===== config.mk =====
export PLATFORM = sky130hd
export DESIGN_NAME = intr_aggregator
export DESIGN_NICKNAME = d
export VERILOG_FILES = /design/src/rtl/ia_pkg.sv /design/src/rtl/ia_capture.sv /design/src/rtl/ia_regs.sv /design/src/rtl/ia_irq_out.sv /design/src/rtl/intr_aggregator.sv
export SDC_FILE = /design/constraint.sdc
export NUM_CORES = 1
export LEC_CHECK = 0
export BUFFER_PORTS_ARGS = -buffer_cell sky130_fd_sc_hd__buf_2
export CAP_MARGIN = 20
export CORE_ASPECT_RATIO = 1.4
export CORE_MARGIN = 2
export CORE_UTILIZATION = 47
export CTS_CLUSTER_DIAMETER = 80
export DETAILED_ROUTE_END_ITERATION = 10
export PLACE_DENSITY = 0.78
export SLEW_MARGIN = 20
export SYNTH_ARGS = -nofsm -noshare
export SYNTH_HDL_FRONTEND = slang
export SYNTH_SLANG_ARGS = --single-unit

===== constraint.sdc =====
create_clock -name clk -period 1.6 [get_ports clk]
set_input_delay 0.08 -clock clk [delete_from_list [all_inputs] [get_ports clk]]
set_output_delay 0.08 -clock clk [all_outputs]
set_load 0.02 [all_outputs]

===== src/rtl/ia_pkg.sv =====
package ia_pkg;
  localparam int ADDR_W = 2;

  typedef enum logic [ADDR_W-1:0] {
    ADDR_PEND = 2'd0,
    ADDR_ENAB = 2'd1,
    ADDR_RUN  = 2'd2,
    ADDR_NONE = 2'd3
  } ia_addr_e;
endpackage


===== src/rtl/ia_capture.sv =====
// Samples the request levels into the pending word while running.
module ia_capture #(
  parameter int N_GPIO   = 4,
  parameter int N_PERIPH = 6,
  localparam int PEND_W  = N_GPIO + N_PERIPH
) (
  input  logic                clk,
  input  logic                rst_n,
  input  logic                run,
  input  logic [N_GPIO-1:0]   gpio_sum,
  input  logic [N_PERIPH-1:0] periph_irq,
  output logic [PEND_W-1:0]   pending
);
  logic [PEND_W-1:0] sample;

  // Lower bits take the bank summaries and upper bits take the sources,
  // each group in ascending order.
  for (genvar i = 0; i < PEND_W; i++) begin : g_slot
    if (i < N_GPIO) begin : g_bank
      assign sample[i] = gpio_sum[i];
    end else begin : g_src
      assign sample[i] = periph_irq[i-N_GPIO];
    end
  end

  always_ff @(posedge clk or negedge rst_n) begin
    if (!rst_n)   pending <= '0;
    else if (run) pending <= sample;
    else          pending <= '0;
  end
endmodule


===== src/rtl/ia_regs.sv =====
// Register port with one response in flight, plus the control registers.
module ia_regs #(
  parameter int DATA_W     = 16,
  parameter int N_PERIPH   = 6,
  parameter int PEND_W     = 10,
  parameter int GLOBAL_BIT = 8
) (
  input  logic                  clk,
  input  logic                  rst_n,
  input  logic                  req_valid,
  output logic                  req_ready,
  input  logic                  req_write,
  input  logic [ia_pkg::ADDR_W-1:0] req_addr,
  input  logic [DATA_W-1:0]     req_wdata,
  output logic                  rsp_valid,
  input  logic                  rsp_ready,
  output logic [DATA_W-1:0]     rsp_rdata,
  input  logic [PEND_W-1:0]     pending,
  output logic [N_PERIPH-1:0]   src_en,
  output logic                  glob_en,
  output logic                  run,
  output logic                  wr_fire
);
  import ia_pkg::*;

  logic              accept;
  logic [DATA_W-1:0] rd_mux;

  assign req_ready = !rsp_valid || rsp_ready;
  assign accept    = req_valid && req_ready;
  assign wr_fire   = accept && req_write;

  always_comb begin
    rd_mux = '0;
    case (ia_addr_e'(req_addr))
      ADDR_PEND: rd_mux[PEND_W-1:0] = pending;
      ADDR_ENAB: begin
        rd_mux[N_PERIPH-1:0] = src_en;
        rd_mux[GLOBAL_BIT]   = glob_en;
      end
      ADDR_RUN:  rd_mux[0] = run;
      default:   rd_mux = '0;
    endcase
  end

  always_ff @(posedge clk or negedge rst_n) begin
    if (!rst_n) begin
      src_en  <= '0;
      glob_en <= 1'b0;
      run     <= 1'b0;
    end else if (wr_fire) begin
      case (ia_addr_e'(req_addr))
        ADDR_ENAB: begin
          src_en  <= req_wdata[N_PERIPH-1:0];
          glob_en <= req_wdata[GLOBAL_BIT];
        end
        ADDR_RUN: run <= req_wdata[0];
        default: ;
      endcase
    end
  end

  always_ff @(posedge clk or negedge rst_n) begin
    if (!rst_n) begin
      rsp_valid <= 1'b0;
      rsp_rdata <= '0;
    end else if (accept) begin
      rsp_valid <= 1'b1;
      rsp_rdata <= req_write ? '0 : rd_mux;
    end else if (rsp_ready) begin
      rsp_valid <= 1'b0;
    end
  end
endmodule


===== src/rtl/ia_irq_out.sv =====
// Qualifies the pending word and drives the registered host line.
module ia_irq_out #(
  parameter int N_GPIO   = 4,
  parameter int N_PERIPH = 6,
  localparam int PEND_W  = N_GPIO + N_PERIPH
) (
  input  logic                clk,
  input  logic                rst_n,
  input  logic [PEND_W-1:0]   pending,
  input  logic [N_PERIPH-1:0] src_en,
  input  logic                glob_en,
  input  logic                run,
  input  logic                wr_fire,
  output logic                irq_out
);
  logic [PEND_W-1:0] eligible;

  // Bank summaries are masked inside the banks; only sources are gated here.
  for (genvar i = 0; i < PEND_W; i++) begin : g_elig
    if (i < N_GPIO) begin : g_bank
      assign eligible[i] = pending[i];
    end else begin : g_src
      assign eligible[i] = pending[i] && src_en[i-N_GPIO];
    end
  end

  always_ff @(posedge clk or negedge rst_n) begin
    if (!rst_n)       irq_out <= 1'b0;
    else if (wr_fire) irq_out <= 1'b0;
    else              irq_out <= run && glob_en && (|eligible);
  end
endmodule


===== src/rtl/intr_aggregator.sv =====
module intr_aggregator #(
  parameter int DATA_W     = 16,
  parameter int N_GPIO     = 4,
  parameter int N_PERIPH   = 6,
  parameter int GLOBAL_BIT = 8,
  localparam int PEND_W    = N_GPIO + N_PERIPH
) (
  input  logic                  clk,
  input  logic                  rst_n,
  input  logic [N_GPIO-1:0]     gpio_sum,
  input  logic [N_PERIPH-1:0]   periph_irq,
  input  logic                  req_valid,
  output logic                  req_ready,
  input  logic                  req_write,
  input  logic [ia_pkg::ADDR_W-1:0] req_addr,
  input  logic [DATA_W-1:0]     req_wdata,
  output logic                  rsp_valid,
  input  logic                  rsp_ready,
  output logic [DATA_W-1:0]     rsp_rdata,
  output logic                  irq_out
);
  logic [PEND_W-1:0]   pending;
  logic [N_PERIPH-1:0] src_en;
  logic                glob_en;
  logic                run;
  logic                wr_fire;

  ia_capture #(.N_GPIO(N_GPIO), .N_PERIPH(N_PERIPH)) u_capture (
    .clk(clk), .rst_n(rst_n), .run(run),
    .gpio_sum(gpio_sum), .periph_irq(periph_irq), .pending(pending)
  );

  ia_regs #(.DATA_W(DATA_W), .N_PERIPH(N_PERIPH), .PEND_W(PEND_W),
            .GLOBAL_BIT(GLOBAL_BIT)) u_regs (
    .clk(clk), .rst_n(rst_n),
    .req_valid(req_valid), .req_ready(req_ready), .req_write(req_write),
    .req_addr(req_addr), .req_wdata(req_wdata),
    .rsp_valid(rsp_valid), .rsp_ready(rsp_ready), .rsp_rdata(rsp_rdata),
    .pending(pending), .src_en(src_en), .glob_en(glob_en), .run(run),
    .wr_fire(wr_fire)
  );

  ia_irq_out #(.N_GPIO(N_GPIO), .N_PERIPH(N_PERIPH)) u_irq (
    .clk(clk), .rst_n(rst_n), .pending(pending), .src_en(src_en),
    .glob_en(glob_en), .run(run), .wr_fire(wr_fire), .irq_out(irq_out)
  );
endmodule


==> out/qor.yml, run 1 <==
drtIter0Drc: 12
num_rows: 22
status: "complete, no violations"
tns_ps: 0
crit_required_ps: 1820
power.leakage_nw: 0.858
placed_cells: 165
nFillCells: 247
setup_viol: 0
synth_cells: 97
fin_nets: 186
synth_fa_ha_area_frac: 0
min_period_ps: 1320
die_h_um: 66.6
dr.pass1.iters: 4
drc: 0
critical_path.cell_chain: "nor2b_4 > inv_4 > nand4_4 > mux2_2"
endpoint: "u_regs.src_en[4]"
crit_cells: 4
areaGrowthSynthToFinish_pct: 32.0
drive_gt1_frac: 0.377
synthXorXnorAreaFrac: 0
clock_latency_ps: 330
antenna_cells: 0
die_w_um: 48.7
synth_most_common_cell: "dfrtp_1"
cp-startpoint: "u_regs.rsp_valid"
yosys.area_share.simple: 0.153
ys_ff_latch: 30
fmax_mhz: 760
whs_ps: 5.35
cts_resized: 0
dp_hpwl_mm: 1.89
drv_slew: 0
async_flop_share: 1.00
period_share: 0.822
worstSetupPathType: "reg2reg"
syn_area_um2: 1320
root_buffer: "clkbuf_4"
synthTopCellsByCount: "dfrtp_1, and2_1, mux2_2"
slew_headroom: 0.592
crit_arrival_ps: 1530
crit_path_end_kind: "flop"
htree_levels: 2
grt_start_max_net_pins: 31
worstMarginPinSlew_ps: 612
place_congestion: 0.739
r2r_setup_slack_ps: 280
die-area_um2: 3250
cts_tree: "yes"
clock_sinks: 30
hold_class: "in2reg"
yosysWarnings: 0
place.port_buffers: 36
slowest_delay_ps: 360
grt_pass1_wl_mm: 4.46
reg2reg_to: "u_regs.src_en[4]"
yosys.area.top_type: "dfrtp_1"
synth_compound_area_frac: 0.0940
path_clk_slew_ps: 90
maxCapViolCount: 0
ys_top_cells_by_area: "dfrtp_1, mux2_2, mux2i_1, and2_1, o2bb2ai_1"
wire_per_inst_um: 13.7
finalHoldViolations: 0
rsz0062_at_grt: "false"
cts_max_path_buffers: 2
synth.top_cell.area_share: 0.570
final_util: 0.658
synth-edff-count: 0
synth.mux.area_fraction: 0.122
cts-buffers-inserted: 5
critical_path.max_fanout: 7
p_per_area_nw_per_um2: 1080
slowest_stage: "dfrtp_1"
critPathLaunchType: "flop"
drtAntennaViolNets: 0
final-seq-area_um2: 751
r2r_start: "u_regs.rsp_valid"
path_buf_inv: 1
ir_drop_uv: 747
viasPerCell: 4.95
final_cells: 190
io_pins: 52
num_vias: 941
grt_pass1_vias: 979
ys_types: 26
fin_skew_ps: 10.4
crit_family: "simple AND/OR/NAND/NOR gates"
grt_usage: 0.189
start_util: 0.499
antenna_found_initial: 0
synth_flop_cell: "dfrtp_1"
avgSynthCellArea_um2: 13.6
reg2regPathDepth: 4
multi_input_area_um2: 508
routed_wl_mm: 2.61
core-area_um2: 2640
overflow: 0
synth_top_family_by_area: "simple AND/OR/NAND/NOR gates"
synth_seq_area_share: 0.570
==> registers in the layout, indices dropped and copies added (netlist names) <==
register and count:
u_capture.pending 10, u_regs.glob_en 1, u_regs.rsp_valid 1, u_regs.run 1, u_irq.irq_out 1, u_regs.rsp_rdata 10, u_regs.src_en 6
==> cells by family after synthesis <==
group	Yosys count
AO/OA/AOI/OAI	15
buffers and inverters	11
multiplexers	15
AND/OR/NAND/NOR	25
flip-flops	30
other	1
==> cell type report <==
cell class,count,area share
multi-input combinational,61,0.292
sequential,30,0.432
timing repair buffer,53,0.201
clock inverter,1,0.0173
tap,36,0.0259
inverter,2,0.00576
clock buffer,7,0.0259
==> power breakdown <==
group          internal [mW]  switching (mW)  leakage [nW]  total [mW]
clock                  0.331           0.241        0.0395       0.572
sequential             0.869          0.0921         0.390       0.961
combinational          0.178           0.166         0.429       0.344
==> how the worst min path moves through the flow <==
stage / startpoint / endpoint / slack [ps] / depth (start not counted)
6_report: req_wdata[0] / u_regs.src_en[0] / 5 / 2
5_1_grt: req_wdata[0] / u_regs.src_en[0] / 6 / 2
4_1_cts: req_wdata[0] / u_regs.src_en[0] / 0.3 / 2
3_5_place_dp: rst_n / u_capture.pending[1] / 130 / 1
3_3_place_gp: rst_n / u_regs.rsp_rdata[1] / 120 / 1
2_1_floorplan: rst_n / u_capture.pending[0] / -220 / 0
==> placed cells by master (no fill, tap or decap) <==
master         count
a21oi_1            1
a22o_1             3
a22oi_1            3
a2bb2oi_1          1
and2_1            10
and4_1             1
buf_2             36
bufinv_16          1
clkbuf_1           2
clkbuf_4           5
conb_1             6
dfrtp_1           30
dlygate4sd3_1     17
inv_2              1
inv_4              1
mux2_2             8
mux2i_1            7
nand2_1            2
nand2_2            1
nand3_1            3
nand4_1            1
nand4_4            1
nor2_1             1
nor2b_4            2
nor4_1             1
nor4_2             1
nor4b_4            1
o2bb2ai_1          7
==> routing by layer <==
layer / vias to the layer above / track usage / part of all wire
met5: - / 0 / 0
met4: 0 / 0.0893 / 0.020
met3: 6 / 0.0628 / 0.055
met2: 26 / 0.330 / 0.53
met1: 459 / 0.208 / 0.39
li1: 450 / - / -
==> repair_timing <==
item                      CTS  global route
hold endpoints to repair   46             0
buffers inserted            0             0
hold buffers               17             0
==> per-stage QoR <==
stage	area, um^2	power (mW)	setup WS [ps]
floorplan	1340	1.18	222
global placement	1490	1.27	344
detailed placement	1490	1.29	282
global route	1740	1.98	229
CTS	1740	1.89	266
finish	1740	1.88	284
No activity file was read; power rests on OpenSTA's default activity.
==> run 2, diff against run 1 <==
- CORE_UTILIZATION: 47 -> 43
- PLACE_DENSITY: 0.78 -> 0.75
- clock period: 1.6 -> 1.2 ns (I/O delays scaled with it)
==> out/qor.yml, run 2 (same netlist as run 1, synthesis figures left out) <==
period_share: 1.04
min_period_ps: 1250
place_congestion: 0.763
critPathLaunchType: "flop"
cts_max_path_buffers: 2
crit_arrival_ps: 1410
io_pins: 52
clockPowerShare: 0.313
grt_usage: 0.169
hold_class: "in2reg"
num_rows: 23
maxCapViolCount: 0
cts-buffers-inserted: 5
final_common_cell: "buf_2"
placed_cells: 171
die_h_um: 69.5
status: "finished, violations left"
final_cell_mix: "buf_2, dfrtp_1, and2_1, mux2_2"
dr.pass1.iters: 4
violations: "setup timing"
setup_viol: 9
fin_skew_ps: 3.47
die-area_um2: 3530
start_util: 0.453
final_cells: 187
top_regs: "u_capture.pending: 10 flops, u_regs.rsp_rdata: 10 flops, u_regs.src_en: 6 flops"
whs_ps: 6.99
clock_sinks: 30
fin_nets: 182
ir_drop_uv: 1210
p_sw_frac: 0.267
core-area_um2: 2910
viasPerCell: 5.03
fmax_mhz: 799
pwr-share-comb: 0.190
cts_tree: "yes"
p_seq_frac: 0.497
drv_slew: 0
num_vias: 941
finalHoldViolations: 0
antenna_found_initial: 0
intPower_mw: 1.87
worstSetupPathType: "reg2reg"
r2r_setup_slack_ps: -50
p_per_area_nw_per_um2: 1480
grt_start_max_net_pins: 31
drive_gt1_frac: 0.440
grt_pass1_vias: 962
root_buffer: "clkbuf_8"
grt_pass1_wl_mm: 4.37
overflow: 0
drtIter0Drc: 9
tns_ps: -288
antenna_cells: 0
path_clk_slew_ps: 60
routed_wl_mm: 2.57
total_power_mw: 2.55
drc: 0
htree_levels: 2
place.port_buffers: 36
crit_required_ps: 1360
wire_per_inst_um: 13.8
crit_path_end_kind: "flop"
clock_latency_ps: 270
power.leakage_nw: 0.860
die_w_um: 50.8
critical_path.max_fanout: 3
post-route-worst-setup-slack_ps: -52.3
rsz0062_at_grt: "true"
dp_hpwl_mm: 2.01
drtAntennaViolNets: 0
areaGrowthSynthToFinish_pct: 30.7
switching_power_mw: 0.682
-- run 2: changes by cell type in the layout (fill, tap and decap cells not counted), sizes merged --
cell | before | now
dlygate4sd3 | 17 | 7
clkinv | 0 | 1
bufinv | 1 | 0
buf | 36 | 42
-- run 2: worst paths after layout --
path,startpoint,end,cells past startpoint
max in group asynchronous,rst_n,u_regs.rsp_valid,3
min,gpio_sum[2],u_capture.pending[2],2
max reg2reg,u_regs.rsp_valid,u_regs.run,3
min reg2reg,u_regs.rsp_rdata[8],u_regs.rsp_rdata[8],1
min in group asynchronous,rst_n,u_regs.src_en[5],3
max,u_regs.rsp_valid,u_regs.run,3
-- run 2: power by group through the flow --
stage	combinational, mW	clock, mW	sequential [mW]
after CTS	0.493	0.822	1.27
after global placement	0.453	0	1.28
after global routing	0.539	0.863	1.28
after floorplan	0.279	0	1.29
final	0.485	0.797	1.27
after detailed placement	0.465	0	1.29
-- run 2: metrics by stage --
step | util | setup slack (ps) | cell area (um^2)
4_1_cts | 0.592 | -43.7 | 1720
3_5_place_dp | 0.532 | -55.3 | 1550
5_1_grt | 0.592 | -106 | 1720
3_3_place_gp | 0.532 | -11.9 | 1550
6_report | 0.592 | -52.3 | 1720
2_1_floorplan | - | -115 | 1340
-- run 2: cell type report --
class,count,area [um^2]
fill,242,1180
sequential,30,752
multi-input combinational,61,508
clock buffer,7,86.3
inverter,2,10.0
timing repair buffer,49,314
tap,37,46.3
clock inverter,1,5.00
-- run 2: routing by layer --
metal  vias to the layer above  part of all wire  global-route usage
met1                       455              0.38               0.201
met3                         8             0.053              0.0474
li1                        443                 -                   -
met5                         -                 0                   0
met2                        35              0.54               0.269
met4                         0             0.029              0.0961
-- run 2: critical path: stages (launching register included) --
cell and delay, ps:
dfrtp_2 400, nor2b_4 140, nor4_2 230, mux2_2 370
-- run 2: what timing repair did --
item | 4_1_cts | 5_1_grt
endpoints found under the hold margin | 36 | 0
setup buffers | 1 | 0
endpoints found under the setup margin | 9 | 15
hold buffers | 7 | 0
pin swaps | 1 | 2
gates resized for setup | 2 | 0
